===== config.mk =====
export PLATFORM = sky130hd
export DESIGN_NAME = coh_update_ctrl
export DESIGN_NICKNAME = d
export VERILOG_FILES = /design/src/rtl/coh_pkg.sv /design/src/rtl/coh_state_store.sv /design/src/rtl/coh_snoop_unit.sv /design/src/rtl/coh_proc_unit.sv /design/src/rtl/coh_update_ctrl.sv
export SDC_FILE = /design/constraint.sdc
export NUM_CORES = 1
export LEC_CHECK = 0
export BUFFER_PORTS_ARGS = -buffer_cell sky130_fd_sc_hd__buf_2
export CAP_MARGIN = 10
export CELL_PAD_IN_SITES_DETAIL_PLACEMENT = 1
export CELL_PAD_IN_SITES_GLOBAL_PLACEMENT = 1
export CORE_MARGIN = 3
export CORE_UTILIZATION = 35
export CTS_CLUSTER_DIAMETER = 40
export CTS_CLUSTER_SIZE = 16
export DETAILED_ROUTE_END_ITERATION = 12
export PLACE_DENSITY_LB_ADDON = 0.1
export SYNTH_ARGS = -nofsm -noshare
export SYNTH_HDL_FRONTEND = slang
export SYNTH_SLANG_ARGS = --single-unit

===== constraint.sdc =====
create_clock -name clk -period 5.5 [get_ports clk]
set_input_delay 0.275 -clock clk [delete_from_list [all_inputs] [get_ports clk]]
set_output_delay 0.275 -clock clk [all_outputs]
set_load 0.03 [all_outputs]

===== src/rtl/coh_pkg.sv =====
package coh_pkg;

  typedef enum logic [1:0] {
    ST_NIC = 2'd0,
    ST_CE  = 2'd1,
    ST_CS  = 2'd2,
    ST_DE  = 2'd3
  } line_st_e;

  typedef enum logic [1:0] {
    OP_NONE  = 2'd0,
    OP_RD    = 2'd1,
    OP_UPD   = 2'd2,
    OP_RDUPD = 2'd3
  } bus_op_e;

  typedef struct packed {
    logic     shr;
    logic     upd;
    logic     prov;
    logic     err;
    logic     wr_en;
    line_st_e nxt;
  } snp_resp_t;

  // state after an own fill transaction, chosen by the sampled shared line
  function automatic line_st_e fill_state(input logic is_write, input logic shared);
    if (shared)        return ST_CS;
    else if (is_write) return ST_DE;
    else               return ST_CE;
  endfunction

  // state after an own update broadcast
  function automatic line_st_e bcast_state(input logic shared);
    return shared ? ST_CS : ST_CE;
  endfunction

endpackage


===== src/rtl/coh_state_store.sv =====
module coh_state_store
  import coh_pkg::*;
#(
  parameter int LINES = 16,
  localparam int IDX_W = $clog2(LINES)
) (
  input  logic             clk,
  input  logic             rst,
  input  logic [IDX_W-1:0] rd_a_idx,
  output line_st_e         rd_a_st,
  input  logic [IDX_W-1:0] rd_b_idx,
  output line_st_e         rd_b_st,
  input  logic             we,
  input  logic [IDX_W-1:0] wr_idx,
  input  line_st_e         wr_st
);

  line_st_e st_q [LINES];

  always_ff @(posedge clk) begin
    for (int i = 0; i < LINES; i++) begin
      if (rst)
        st_q[i] <= ST_NIC;
      else if (we && wr_idx == IDX_W'(i))
        st_q[i] <= wr_st;
    end
  end

  assign rd_a_st = st_q[rd_a_idx];
  assign rd_b_st = st_q[rd_b_idx];

endmodule


===== src/rtl/coh_snoop_unit.sv =====
module coh_snoop_unit
  import coh_pkg::*;
(
  input  bus_op_e   op,
  input  line_st_e  cur,
  output snp_resp_t rsp
);

  always_comb begin
    rsp     = '0;
    rsp.nxt = cur;
    unique case (op)
      OP_RD: begin
        if (cur != ST_NIC) begin
          rsp.shr   = 1'b1;
          rsp.prov  = (cur == ST_DE);
          rsp.nxt   = ST_CS;
          rsp.wr_en = 1'b1;
        end
      end
      OP_UPD: begin
        if (cur == ST_CS) begin
          rsp.shr = 1'b1;
          rsp.upd = 1'b1;
        end else if (cur != ST_NIC) begin
          rsp.err = 1'b1;
        end
      end
      OP_RDUPD: begin
        if (cur != ST_NIC) begin
          rsp.shr   = 1'b1;
          rsp.upd   = 1'b1;
          rsp.prov  = (cur == ST_DE);
          rsp.nxt   = ST_CS;
          rsp.wr_en = 1'b1;
        end
      end
      default: ;
    endcase
  end

endmodule


===== src/rtl/coh_proc_unit.sv =====
module coh_proc_unit
  import coh_pkg::*;
#(
  parameter int LINES = 16,
  localparam int IDX_W = $clog2(LINES)
) (
  input  logic             clk,
  input  logic             rst,
  input  logic             req_valid,
  input  logic             req_write,
  input  logic [IDX_W-1:0] req_index,
  input  logic             blocked,
  input  line_st_e         cur_st,
  input  logic             shr_in,
  output logic [IDX_W-1:0] look_idx,
  output logic             bus_valid,
  output bus_op_e          bus_op,
  output logic [IDX_W-1:0] bus_index,
  output logic             done,
  output line_st_e         done_state,
  output logic             busy,
  output logic             we,
  output logic [IDX_W-1:0] wr_idx,
  output line_st_e         wr_st
);

  typedef enum logic [1:0] {PH_IDLE, PH_ADDR, PH_RESP} phase_e;

  phase_e           phase_q;
  logic [IDX_W-1:0] idx_q;
  bus_op_e          op_q;
  logic             bus_v_q;
  logic             done_q;
  line_st_e         done_st_q;

  logic     accept;
  logic     need_bus;
  bus_op_e  op_sel;
  line_st_e hit_next;
  line_st_e resp_next;

  assign accept    = req_valid && (phase_q == PH_IDLE) && !blocked;
  assign need_bus  = (cur_st == ST_NIC) || (req_write && cur_st == ST_CS);
  assign op_sel    = (cur_st == ST_NIC) ? (req_write ? OP_RDUPD : OP_RD) : OP_UPD;
  assign hit_next  = req_write ? ST_DE : cur_st;
  assign resp_next = (op_q == OP_UPD) ? bcast_state(shr_in)
                                      : fill_state(op_q == OP_RDUPD, shr_in);

  assign look_idx  = (phase_q == PH_IDLE) ? req_index : idx_q;
  assign we        = (accept && !need_bus && req_write) || (phase_q == PH_RESP);
  assign wr_idx    = (phase_q == PH_RESP) ? idx_q : req_index;
  assign wr_st     = (phase_q == PH_RESP) ? resp_next : hit_next;

  always_ff @(posedge clk) begin
    if (rst) begin
      phase_q   <= PH_IDLE;
      idx_q     <= '0;
      op_q      <= OP_NONE;
      bus_v_q   <= 1'b0;
      done_q    <= 1'b0;
      done_st_q <= ST_NIC;
    end else begin
      done_q <= 1'b0;
      unique case (phase_q)
        PH_IDLE: begin
          if (accept) begin
            if (need_bus) begin
              phase_q <= PH_ADDR;
              idx_q   <= req_index;
              op_q    <= op_sel;
              bus_v_q <= 1'b1;
            end else begin
              done_q    <= 1'b1;
              done_st_q <= hit_next;
            end
          end
        end
        PH_ADDR: phase_q <= PH_RESP;
        PH_RESP: begin
          phase_q   <= PH_IDLE;
          op_q      <= OP_NONE;
          bus_v_q   <= 1'b0;
          done_q    <= 1'b1;
          done_st_q <= resp_next;
        end
        default: phase_q <= PH_IDLE;
      endcase
    end
  end

  assign bus_valid  = bus_v_q;
  assign bus_op     = op_q;
  assign bus_index  = idx_q;
  assign done       = done_q;
  assign done_state = done_st_q;
  assign busy       = (phase_q != PH_IDLE);

  AST_BUS_HOLD: assert property (@(posedge clk) disable iff (rst)
    $rose(bus_valid) |=> bus_valid);
  AST_BUS_END: assert property (@(posedge clk) disable iff (rst)
    bus_valid && $past(bus_valid) |=> !bus_valid && done);
  AST_BU_ONLY_CS: assert property (@(posedge clk) disable iff (rst)
    $rose(bus_valid) && bus_op == OP_UPD |-> $past(cur_st) == ST_CS);
  AST_HIT_PRESENT: assert property (@(posedge clk) disable iff (rst)
    done && !$past(bus_valid) |-> $past(cur_st) != ST_NIC);

endmodule


===== src/rtl/coh_update_ctrl.sv =====
module coh_update_ctrl
  import coh_pkg::*;
#(
  parameter int LINES = 16,
  localparam int IDX_W = $clog2(LINES)
) (
  input  logic             clk,
  input  logic             rst,
  input  logic             req_valid,
  input  logic             req_write,
  input  logic [IDX_W-1:0] req_index,
  output logic             done,
  output logic [1:0]       done_state,
  output logic             busy,
  output logic             bus_valid,
  output logic [1:0]       bus_op,
  output logic [IDX_W-1:0] bus_index,
  input  logic             shr_in,
  input  logic             snp_valid,
  input  logic [1:0]       snp_op,
  input  logic [IDX_W-1:0] snp_index,
  output logic             shr_out,
  output logic             snp_upd,
  output logic             snp_prov,
  output logic             snp_err,
  output logic [1:0]       snp_state
);

  line_st_e         proc_cur;
  line_st_e         snp_cur;
  logic [IDX_W-1:0] look_idx;
  logic             p_we;
  logic [IDX_W-1:0] p_wr_idx;
  line_st_e         p_wr_st;
  snp_resp_t        srsp;
  logic             s_we;
  logic             st_we;
  logic [IDX_W-1:0] st_wr_idx;
  line_st_e         st_wr_st;
  bus_op_e          p_bus_op;
  line_st_e         p_done_st;

  logic     shr_q, upd_q, prov_q, err_q;
  line_st_e sst_q;

  coh_snoop_unit u_snoop (
    .op  (bus_op_e'(snp_op)),
    .cur (snp_cur),
    .rsp (srsp)
  );

  assign s_we      = snp_valid && srsp.wr_en;
  assign st_we     = s_we || p_we;
  assign st_wr_idx = s_we ? snp_index : p_wr_idx;
  assign st_wr_st  = s_we ? srsp.nxt  : p_wr_st;

  coh_state_store #(.LINES(LINES)) u_store (
    .clk      (clk),
    .rst      (rst),
    .rd_a_idx (look_idx),
    .rd_a_st  (proc_cur),
    .rd_b_idx (snp_index),
    .rd_b_st  (snp_cur),
    .we       (st_we),
    .wr_idx   (st_wr_idx),
    .wr_st    (st_wr_st)
  );

  coh_proc_unit #(.LINES(LINES)) u_proc (
    .clk        (clk),
    .rst        (rst),
    .req_valid  (req_valid),
    .req_write  (req_write),
    .req_index  (req_index),
    .blocked    (snp_valid),
    .cur_st     (proc_cur),
    .shr_in     (shr_in),
    .look_idx   (look_idx),
    .bus_valid  (bus_valid),
    .bus_op     (p_bus_op),
    .bus_index  (bus_index),
    .done       (done),
    .done_state (p_done_st),
    .busy       (busy),
    .we         (p_we),
    .wr_idx     (p_wr_idx),
    .wr_st      (p_wr_st)
  );

  assign bus_op     = p_bus_op;
  assign done_state = p_done_st;

  always_ff @(posedge clk) begin
    if (rst) begin
      shr_q  <= 1'b0;
      upd_q  <= 1'b0;
      prov_q <= 1'b0;
      err_q  <= 1'b0;
      sst_q  <= ST_NIC;
    end else begin
      shr_q  <= snp_valid && srsp.shr;
      upd_q  <= snp_valid && srsp.upd;
      prov_q <= snp_valid && srsp.prov;
      err_q  <= snp_valid && srsp.err;
      if (snp_valid) sst_q <= srsp.nxt;
    end
  end

  assign shr_out   = shr_q;
  assign snp_upd   = upd_q;
  assign snp_prov  = prov_q;
  assign snp_err   = err_q;
  assign snp_state = sst_q;

  AST_NO_SNOOP_WHILE_BUSY: assert property (@(posedge clk) disable iff (rst)
    busy |-> !snp_valid);
  AST_PROV_ONLY_DIRTY: assert property (@(posedge clk) disable iff (rst)
    snp_valid && snp_cur != ST_DE |=> !snp_prov);
  AST_ERR_ALONE: assert property (@(posedge clk) disable iff (rst)
    snp_err |-> !shr_out && !snp_upd && !snp_prov);
  AST_NIC_QUIET: assert property (@(posedge clk) disable iff (rst)
    snp_valid && snp_cur == ST_NIC |=> !shr_out && !snp_upd && !snp_prov && !snp_err);

endmodule


# Word-level counts from Yosys, hierarchy flattened
# Memory sizes are Yosys's and may differ from the RTL's.
# Cells that the tools add are included.
[totals]
reg_bits = 18
in_bits = 16
wordCells = 202
ramBits = 32
output_inout_bits = 17
mem_count = 1
[mem_list]
columns = ["memory", "depth", "word_bits", "read_ports", "rd_clocked_by_memory_dff", "wr", "line", "rtl"]
rows = [
  ["u_store.st_q", 16, 2, 2, 0, 16, "coh_state_store.sv:18", "line_st_e st_q [LINES];"],
]
[classes]
bitwise_logic = 16
reduce_logical = 42
n_eq_ne = 28
n_mux = 104
[ops]
columns = ["cell", "count"]
rows = [
  ["2-bit two-way mux", 32],
  ["1-bit two-way mux", 58],
  ["4-bit equality test, second input constant", 8],
  ["1-bit logical AND", 26],
  ["2-bit equality test, second input constant", 8],
  ["4-bit by 3-bit equality test with 1-bit output, second input constant", 4],
  ["1-bit OR", 16],
  ["4-bit two-way mux", 3],
  ["2-bit one-hot mux with 2 select lines", 3],
  ["3-bit two-way mux", 3],
  ["3-bit AND reduction", 3],
  ["4-bit by 2-bit equality test with 1-bit output, second input constant", 2],
  ["1-bit one-hot mux with 2 select lines", 4],
  ["2-bit nonzero test", 3],
  ["2-bit by 1-bit equality test with 1-bit output, second input constant", 2],
  ["4-bit by 1-bit equality test with 1-bit output, second input constant", 1],
  ["2-bit zero test", 2],
  ["4-bit zero test", 1],
  ["2-bit by 1-bit != test with 1-bit output, second input constant", 2],
  ["1-bit logical OR", 3],
  ["1-bit one-hot mux with 3 select lines", 1],
  ["1-bit zero test", 2],
  ["2-bit != test, second input constant", 1],
  ["2-bit AND reduction", 1],
  ["2-bit OR reduction", 1],
]

# Depth between registers and ports, before layout
# Gate-level depths: netlist of run 1.
# An unclocked memory read counts as a cell.
[depth]
word_depth = 16
ltp_mapped = 12
ltp_nobuf = 8

# Cells and area by module
# Synthesis of run 1 repeated with hierarchy kept, for this count alone.
[unflattened]
cells_unflattened = 245
area_unflattened_um2 = 2854.0
[by_module_without_submodules]
columns = ["mod", "area_per_inst_um2", "cells_per_inst", "seq_area_each_um2", "instances"]
rows = [
  ["coh_state_store", 1878.1, 148, 960.9, 1],
  ["coh_proc_unit", 613.1, 65, 240.2, 1],
  ["coh_update_ctrl", 287.8, 23, 120.1, 1],
  ["coh_snoop_unit", 75.1, 9, 0.0, 1],
]

# Worst setup path before layout of run 1
# No wires, ideal clock.
[synth_timing]
kind = "reg-to-reg"
from = "reg u_proc.phase_q[1]"
to = "mem u_store.st_q[3][1] (netlist name) (data pin)"
slack_ns = 2.443
t_required_ns = 5.229
arrival_time_ns = 2.786
stages_incl_launch_ff = 11
setup_ns = 0.271
n_path_buf = 3
synth_period_minus_slack_ns = 3.057
path_cell_list = "dfxtp_1 buf_4 nor2_4 mux2i_1 clkbuf_1 mux4_2 a22oi_1 a32oi_1 o21ai_2 clkbuf_1 nor4_1"
[synth_rtl]
columns = ["element", "line", "rtl"]
rows = [
  ["start, declared", "coh_proc_unit.sv:29", "phase_e phase_q;"],
  ["start signal, assigned", "coh_proc_unit.sv:56", "phase_q <= PH_IDLE;"],
  ["start signal, assigned", "coh_proc_unit.sv:68", "phase_q <= PH_ADDR;"],
  ["start signal, assigned", "coh_proc_unit.sv:78", "PH_ADDR: phase_q <= PH_RESP;"],
  ["end, declared", "coh_state_store.sv:18", ""],
]

==> flow_summary.yaml, run 1 <==
worst_setup_path:
  r2r-end: "u_store.st_q[0][1]"
  reg2reg_depth: 8
  end_kind: "register"
  critPathMaxFanout: 48
  crit_type: "reg2reg"
  startpoint_type: "register"
  reg2reg_from: "u_proc.phase_q[0]"
  rrSetupSlack_ps: 1640
  critPathRequiredTime_ps: 5540
  arrival_ps: 3900
global_routing:
  grt.total_usage: 0.177
  grt_pass1_wl_um: 13600
  overflow: 0
  grt_pass1_vias: 2507
  grt_max_degree: 49
  antenna_found_initial: 0
logic_synthesis:
  synth.top_cells.by_area: "edfxtp_1 32%, dfxtp_1 12%, mux4_2 8.9%, nor4_1 6.8%, nand2_1 4.5%"
  synth-compound-area-share: 0.159
  syn_nets: 310
  synth_xor_area_frac: 0
  synth_mux_area_frac: 0.140
  yosys_register_bits: 50
  synth_top_family_by_area: "simple AND/OR/NAND/NOR gates"
  yosysSeqAreaShare: 0.436
  synth-warning-count: 0
  synth_top_cell_by_area: "edfxtp_1"
  synth_most_common_cell: "nand2_1"
  syn_area_per_cell_um2: 10.3
  synth_top_area_share: 0.317
  synth-adder-area-share: 0
  ys_top_cells_by_count: "36 x nand2_1, 33 x nor4_1, 32 x edfxtp_1"
  synth_cell_types: 50
  syn_inst: 294
  syn-cell-area_mm2: 0.00303
  ys.flop_type: "edfxtp_1"
  yosys.area_share.simple: 0.213
  synth-edff-count: 32
  async_flop_share: 0
pwr:
  p_sw_frac: 0.332
  powerDensity_mw_per_mm2: 258
  combPwrFrac: 0.237
  ir_drop_v: 0.000106
  switchingPower_w: 0.000285
  clock_power_share: 0.260
  sequentialPowerShare: 0.504
  leakage_nw: 1.18
  intPower_w: 0.000573
timing:
  relSlewSlack: 0.411
  holdWs_ps: 213
  final.min_clock_period_ps: 3860
  hold_viol: 0
  maxSlewViolCount: 0
  rsz0062_at_grt: "no"
  worst_pin_slew_ps: 882
  tns_ps: 0
  worst_clock_skew_ps: 15.4
  timing.final.crit_share: 0.702
  max_freq_mhz: 259
  setup_viol: 0
final_layout:
  nNetsFinal: 329
  syn2layout_area_growth_pct: 9.78
  layout-drive-gt1-share: 0.220
  diodes: 0
  fillers: 956
min_path:
  holdPathEnd: "snp_err"
  min_path_type: "in2reg"
  hold_path_depth: 2
  hold_start: "snp_op[0]"
die:
  coreArea_mm2: 0.00830
  die_h_um: 99.1
  die_w_um: 99.1
  ios: 33
  rows: 33
  design.die.area_mm2: 0.00982
  start_util: 0.365
clock_tree:
  post_cts_buffers: 0
  cts_made_buffers: 5
  ctsResizeCount: 0
  root_buffer: "clkbuf_8"
  clk-insertion-delay-late_ps: 320
  path_clk_slew_ps: 90
  cts.path.max_buffers: 2
  cts_tree: "built"
  cts_hold_buf: 0
  cts_sinks: 50
  cts-htree-levels: 2
drt:
  wire_per_inst_um: 20.1
  firstDrtPassIters: 4
  drc: 0
  routed_wl_um: 8410
  ant_nets: 0
  drtIter0Drc: 113
  via_count: 2445
  drt-vias-per-instance: 5.84
placement:
  place_congestion: 0.805
  dpl.hpwl_um: 6200
  port_buffers: 32
job:
  drv_cap: 0
run_status:
  outcome: "complete, no violations"
==> critical path: stages, from the launching register on <==
cell and delay, ps:
dfxtp_1 620, or3b_1 370, nand2_1 360, a211oi_1 360
a311oi_1 80, or4_1 760, a311oi_4 370, buf_4 480
o31ai_1 180
==> flip-flops by register name (all words and copies together), names as in the netlist <==
signal and flops:
snp_upd 1, u_proc.bus_index 4, u_proc.done 1, snp_state 2, u_store.st_q 32, snp_prov 1, u_proc.done_state 2, u_proc.phase_q 2
shr_out 1, u_proc.bus_op 2, u_proc.bus_valid 1, snp_err 1
==> placed cells by master (no fill, tap or decap), types with 5 or more instances in the layout <==
cell / n
nand3_1: 6
buf_4: 5
mux2i_1: 11
edfxtp_1: 32
nor2_1: 18
mux4_2: 12
o31ai_1: 16
inv_1: 6
a31oi_1: 5
a21oi_1: 7
o21ai_0: 7
nand2_1: 36
dfxtp_1: 18
nor2b_1: 8
clkbuf_8: 5
buf_2: 32
nor4_1: 33
==> power groups by stage <==
stage / Sequential, W / Combinational, W / Clock, W
after global routing: 0.000435 / 0.000223 / 0.000243
after detailed placement: 0.000441 / 0.000204 / 0
final: 0.000432 / 0.000203 / 0.000223
after CTS: 0.000433 / 0.000205 / 0.000233
after floorplan: 0.000449 / 0.000142 / 0
after global placement: 0.000440 / 0.000201 / 0
==> logic make-up after synthesis <==
family	Yosys count
compound gates	63
buf+inv	31
flops	50
mux	27
simple gates	123
==> layout make-up <==
type	instances	area (µm²)	area share
sequential	50	1320	0.397
tap	105	131	0.0395
inverter	6	22.5	0.00676
clock inverter	3	21.3	0.00639
timing repair buffer	37	198	0.0594
multi-input combinational	213	1570	0.470
clock buffer	5	68.8	0.0207
==> metal layers <==
| layer | GRT usage | routed length (µm) | vias up |
|---|---|---|---|
| met3 | 0.0288 | 209 | 12 |
| met2 | 0.294 | 4020 | 36 |
| met4 | 0.0473 | 131 | 0 |
| met5 | 0 | 0 | - |
| met1 | 0.239 | 4050 | 1199 |
| li1 | - | - | 1198 |
==> through the flow <==
stage	instance area (µm²)	util	power (W)	setup WS, ps	instances
after global placement	3240	0.390	0.000641	1810	411
after floorplan	3030	-	0.000591	2440	294
after CTS	3330	0.401	0.000870	1690	419
after global routing	3330	0.401	0.000902	1440	419
final	3330	0.401	0.000859	1640	419
after detailed placement	3240	0.390	0.000645	1730	411
==> worst max path at each step <==
| stage | startpoint | endpoint | slack [ps] | cells past startpoint |
|---|---|---|---|---|
| final | u_proc.phase_q[0] | u_store.st_q[0][1] | 1640 | 8 |
| after global placement | u_proc.phase_q[0] | u_store.st_q[13][0] | 1810 | 8 |
| after floorplan | u_proc.phase_q[1] | u_store.st_q[3][1] | 2440 | 10 |
| after detailed placement | u_proc.phase_q[0] | u_store.st_q[12][1] | 1730 | 8 |
| after CTS | u_proc.phase_q[0] | u_store.st_q[12][1] | 1690 | 8 |
| after global routing | u_proc.phase_q[0] | u_store.st_q[0][1] | 1440 | 8 |
Power figures use the tool's default switching activity.
==> run 2, diff against run 1 <==
Clock period 5.5 ns to 3.1 ns, I/O delays scaled along.
==> run 2 against run 1 <==
Sequential cell count stayed put. First-iteration DRC count is 86% higher. Clock skew is 9.9 ps lower. Sequential power is 77% higher. Cell count is 6.0% higher. Core utilization is 4.6 points higher. Hold slack worse by 130 ps. Die area stayed put. Maximum frequency is 28% higher. Register-to-register slack worse by 1600 ps. Critical endpoint is now u_store.st_q[9][1].
==> flow_summary.yaml, run 2 (synthesized netlist as in run 1, its figures left out) <==
clock_tree:
  path_clk_slew_ps: 100
  cts.path.max_buffers: 2
  cts_tree: "built"
  cts_made_buffers: 5
  root_buffer: "clkbuf_8"
  clk-insertion-delay-late_ps: 310
  cts-htree-levels: 2
  cts_hold_buf: 0
  cts_sinks: 50
final_layout:
  fillers: 933
  diodes: 0
  syn2layout_area_growth_pct: 22.3
  final_cell_mix: "34 x nand2_1, 32 x buf_2, 32 x edfxtp_1"
  top_register: "u_store.st_q"
  nNetsFinal: 354
  final_common_cell: "nand2_1"
  postLayoutCoreUtil: 0.447
  layout-drive-gt1-share: 0.336
  largest_reg_flops: 32
pwr:
  ir_drop_v: 0.000159
  clock_power_share: 0.285
  intPower_w: 0.00116
  sequentialPowerShare: 0.447
  powerDensity_mw_per_mm2: 460
  leakage_nw: 1.35
  p_sw_frac: 0.319
  combPwrFrac: 0.268
  switchingPower_w: 0.000544
die:
  rows: 33
  die_h_um: 99.1
  die_w_um: 99.1
  coreArea_mm2: 0.00830
  design.die.area_mm2: 0.00982
  start_util: 0.365
  ios: 33
drt:
  drtIter0Drc: 210
  drt-vias-per-instance: 5.90
  drc: 0
  ant_nets: 0
  routed_wl_um: 8960
  wire_per_inst_um: 20.2
  via_count: 2620
  firstDrtPassIters: 4
timing:
  holdWs_ps: 79.9
  rsz0062_at_grt: "yes"
  max_freq_mhz: 332
  hold_viol: 0
  relSlewSlack: 0.516
  worst_pin_slew_ps: 727
  timing.final.crit_share: 0.973
  maxSlewViolCount: 0
  setup_slack_ps: 84.8
  worst_clock_skew_ps: 5.54
  final.min_clock_period_ps: 3020
  setup_viol: 0
job:
  drv_cap: 0
worst_setup_path:
  startpoint_type: "register"
  reg2reg_from: "u_store.st_q[3][0]"
  rrSetupSlack_ps: 80
  r2r-end: "u_store.st_q[9][1]"
  crit_end: "u_store.st_q[9][1]"
  critPathRequiredTime_ps: 3090
  crit_type: "reg2reg"
  arrival_ps: 3000
  reg2reg_depth: 8
  critPathLaunch: "u_store.st_q[3][0]"
  critPathMaxFanout: 24
  end_kind: "register"
min_path:
  min_path_type: "in2reg"
run_status:
  outcome: "complete, no violations"
placement:
  dpl.hpwl_um: 6460
  port_buffers: 32
  place_congestion: 0.875
  dp_slack_ps: 0.694
global_routing:
  grt.total_usage: 0.180
  grt_max_degree: 49
  antenna_found_initial: 0
  grt_pass1_wl_um: 13900
  grt_pass1_vias: 2572
  overflow: 0
==> run 2: through the flow <==
stage	TNS [ps]	instance area (µm²)	instances	total power, W
final	0	3710	444	0.00171
after global routing	-92.3	3710	444	0.00179
after CTS	0	3580	441	0.00169
after detailed placement	0	3470	433	0.00120
after global placement	0	3470	433	0.00119
after floorplan	0	3030	294	0.00105
==> run 2: metal layers <==
metal  share of wire  wire (µm)  vias up  track usage
met3           0.043        382        6       0.0252
met5               0          0        -            0
li1                -          -     1236            -
met2            0.49       4440       59        0.302
met4          0.0097         87        0       0.0410
met1            0.45       4060     1319        0.247
==> run 2: power by group through the flow <==
| stage | sequential [W] | combinational, W | clock [W] |
|---|---|---|---|
| global placement | 0.000777 | 0.000418 | 0 |
| CTS | 0.000763 | 0.000425 | 0.000498 |
| floorplan | 0.000796 | 0.000252 | 0 |
| detailed placement | 0.000778 | 0.000423 | 0 |
| finish | 0.000763 | 0.000458 | 0.000485 |
| global route | 0.000767 | 0.000494 | 0.000525 |
==> run 2: repair_timing <==
item,4_1_cts,5_1_grt
hold endpoints to repair,0,0
gates resized for setup,1,19
pin swaps,0,2
cloned,0,1
setup buffers,0,2
endpoints found under the setup margin,1,64
==> run 2: worst min path at each step <==
stage / startpoint / slack [ps] / depth (start not counted) / to
after global placement: snp_op[0] / 420 / 2 / snp_err
final: snp_op[0] / 80 / 2 / snp_err
after floorplan: snp_op[0] / 230 / 1 / snp_err
after global routing: snp_op[1] / 90 / 3 / snp_err
after detailed placement: snp_op[0] / 420 / 2 / snp_err
after CTS: snp_op[0] / 70 / 2 / snp_err
==> run 2: cell type report <==
type,instances,area [µm²],share of cell area
inverter,6,22.5,0.00607
tap,105,131,0.0354
sequential,50,1320,0.356
clock inverter,2,37.5,0.0101
multi-input combinational,213,1660,0.447
clock buffer,6,72.6,0.0196
timing repair buffer,62,465,0.125
==> run 2: critical path, stage by stage, from the launching register on <==
cell and delay (ps):
edfxtp_1 430, mux4_2 480, a22o_1 250, a221o_1 290, o211a_2 300, a21oi_1 250, a21oi_1 120, buf_12 180
o31ai_1 380
==> run 3, diff against run 2 <==
Settings changed: BUFFER_PORTS_ARGS -buffer_cell sky130_fd_sc_hd__buf_2 to unset, DONT_BUFFER_PORTS set to 1.
==> run 3 against run 2 <==
Sequential power increased by 2.8%. Highest routed layer unchanged. Core utilization decreased by 0.12 points. Maximum frequency decreased by 0.70%. First-iteration DRC count decreased by 57%. Count of clock-buffer cells in the layout decreased by 1. Largest cell class unchanged. Largest power group unchanged. Wire length increased by 1.8%. Critical endpoint is now u_store.st_q[10][1]. Clock skew increased by 1.2 ps. Setup slack got worse by 21 ps. Sequential cell count unchanged. Hold slack got worse by 59 ps. Non-clock buffer count decreased by 18.
==> flow_summary.yaml, run 3 (synthesized netlist as in run 1, its figures left out) <==
global_routing:
  overflow: 0
  grt_pass1_wl_um: 14600
  grt_max_degree: 49
  grt.total_usage: 0.190
  grt_pass1_vias: 2649
  antenna_found_initial: 0
die:
  coreArea_mm2: 0.00830
  start_util: 0.365
  rows: 33
  die_h_um: 99.1
  die_w_um: 99.1
  ios: 33
  design.die.area_mm2: 0.00982
final_layout:
  syn2layout_area_growth_pct: 22.0
  diodes: 0
  largest_reg_flops: 32
  final_common_cell: "nand2_1"
  nNetsFinal: 336
  postLayoutCoreUtil: 0.446
  final_cell_mix: "35 x nand2_1, 32 x edfxtp_1, 29 x buf_4"
  top_register: "u_store.st_q"
  layout-drive-gt1-share: 0.287
worst_setup_path:
  r2r-end: "u_store.st_q[10][1]"
  critPathMaxFanout: 7
  rrSetupSlack_ps: 60
  reg2reg_depth: 8
  reg2reg_from: "u_store.st_q[0][0]"
  arrival_ps: 3050
  crit_type: "reg2reg"
  critPathRequiredTime_ps: 3110
  critPathLaunch: "u_store.st_q[0][0]"
  end_kind: "register"
  startpoint_type: "register"
timing:
  maxSlewViolCount: 0
  worst_clock_skew_ps: 6.77
  rsz0062_at_grt: "yes"
  relSlewSlack: 0.508
  max_freq_mhz: 329
  hold_viol: 0
  timing.final.crit_share: 0.980
  final.min_clock_period_ps: 3040
  worst_pin_slew_ps: 737
  setup_viol: 0
  holdWs_ps: 21.0
drt:
  drt-vias-per-instance: 5.97
  ant_nets: 0
  via_count: 2544
  firstDrtPassIters: 4
  wire_per_inst_um: 21.4
  routed_wl_um: 9120
  drc: 0
  drtIter0Drc: 90
run_status:
  outcome: "complete, no violations"
clock_tree:
  path_clk_slew_ps: 100
  cts-htree-levels: 2
  clk-insertion-delay-late_ps: 310
  cts_sinks: 50
  cts.path.max_buffers: 2
  cts_made_buffers: 5
  root_buffer: "clkbuf_8"
  cts_tree: "built"
pwr:
  powerDensity_mw_per_mm2: 436
  ir_drop_v: 0.000166
  leakage_nw: 1.26
placement:
  dpl.hpwl_um: 6690
  port_buffers: 0
  place_congestion: 0.784
min_path:
  hold_path_depth: 2
  min_path_type: "in2reg"
  hold_start: "snp_op[1]"
  holdPathEnd: "shr_out"
job:
  drv_cap: 0
run 3: changes by cell type in the layout (fill, tap and decap cells not counted), moves of 2 or more:
cell,delta
nor4_1,-2
buf_4,+5
buf_2,-32
dlygate4sd3_1,+9
o31ai_1,-4
nor4_2,+2
o31ai_2,+3
run 3: repair_timing:
action / in CTS / in global routing
hold buffers: 9 / 0
hold endpoints to repair: 15 / 0
cloned: 0 / 0
resized for setup: 8 / 19
setup buffers: 0 / 0
endpoints found under the setup margin: 22 / 46
run 3: metal layers:
layer	wire, µm	share of wire	global-route usage
met1	4070	0.45	0.252
met3	341	0.037	0.0302
met5	0	0	0
met4	142	0.016	0.0494
met2	4560	0.50	0.325
run 3: critical path, cell delays in order (launching register included):
cell and delay, ps:
edfxtp_1 430, mux4_2 480, a22o_1 260, a221o_1 290
o211a_2 330, buf_4 190, mux2_2 290, nand2_1 170
o31ai_2 290
run 3: worst max-delay path by stage:
stage | endpoint | slack (ps) | depth (start not counted)
detailed placement | u_store.st_q[3][1] | -50 | 8
floorplan | u_store.st_q[3][1] | 40 | 10
global placement | u_store.st_q[9][1] | 50 | 8
CTS | u_store.st_q[6][0] | 4 | 8
global route | u_store.st_q[2][1] | -80 | 9
finish | u_store.st_q[10][1] | 60 | 8
run 3: cell type report:
cell class,instances,area (µm²)
fill,935,4600
multi-input combinational,213,1710
sequential,50,1320
timing repair buffer,44,428
tap,105,131
clock buffer,5,68.8
inverter,6,22.5
clock inverter,3,20.0
run 3: through the flow:
| step | instances | TNS (ps) | worst slack (ps) | area [µm²] | power, W |
|---|---|---|---|---|---|
| finish | 426 | 0 | 63.5 | 3700 | 0.00161 |
| global route | 426 | -879 | -77.3 | 3700 | 0.00168 |
| CTS | 426 | 0 | 3.76 | 3600 | 0.00160 |
| detailed placement | 409 | -269 | -49.2 | 3380 | 0.00119 |
| global placement | 409 | 0 | 50.2 | 3380 | 0.00118 |
| floorplan | 294 | 0 | 43.1 | 3030 | 0.00105 |
run 3: power by group:
group          leakage, nW  internal, W  switching, W
logic                0.742     0.000176      0.000249
clock network       0.0422     0.000160      0.000244
registers            0.478     0.000740     0.0000447
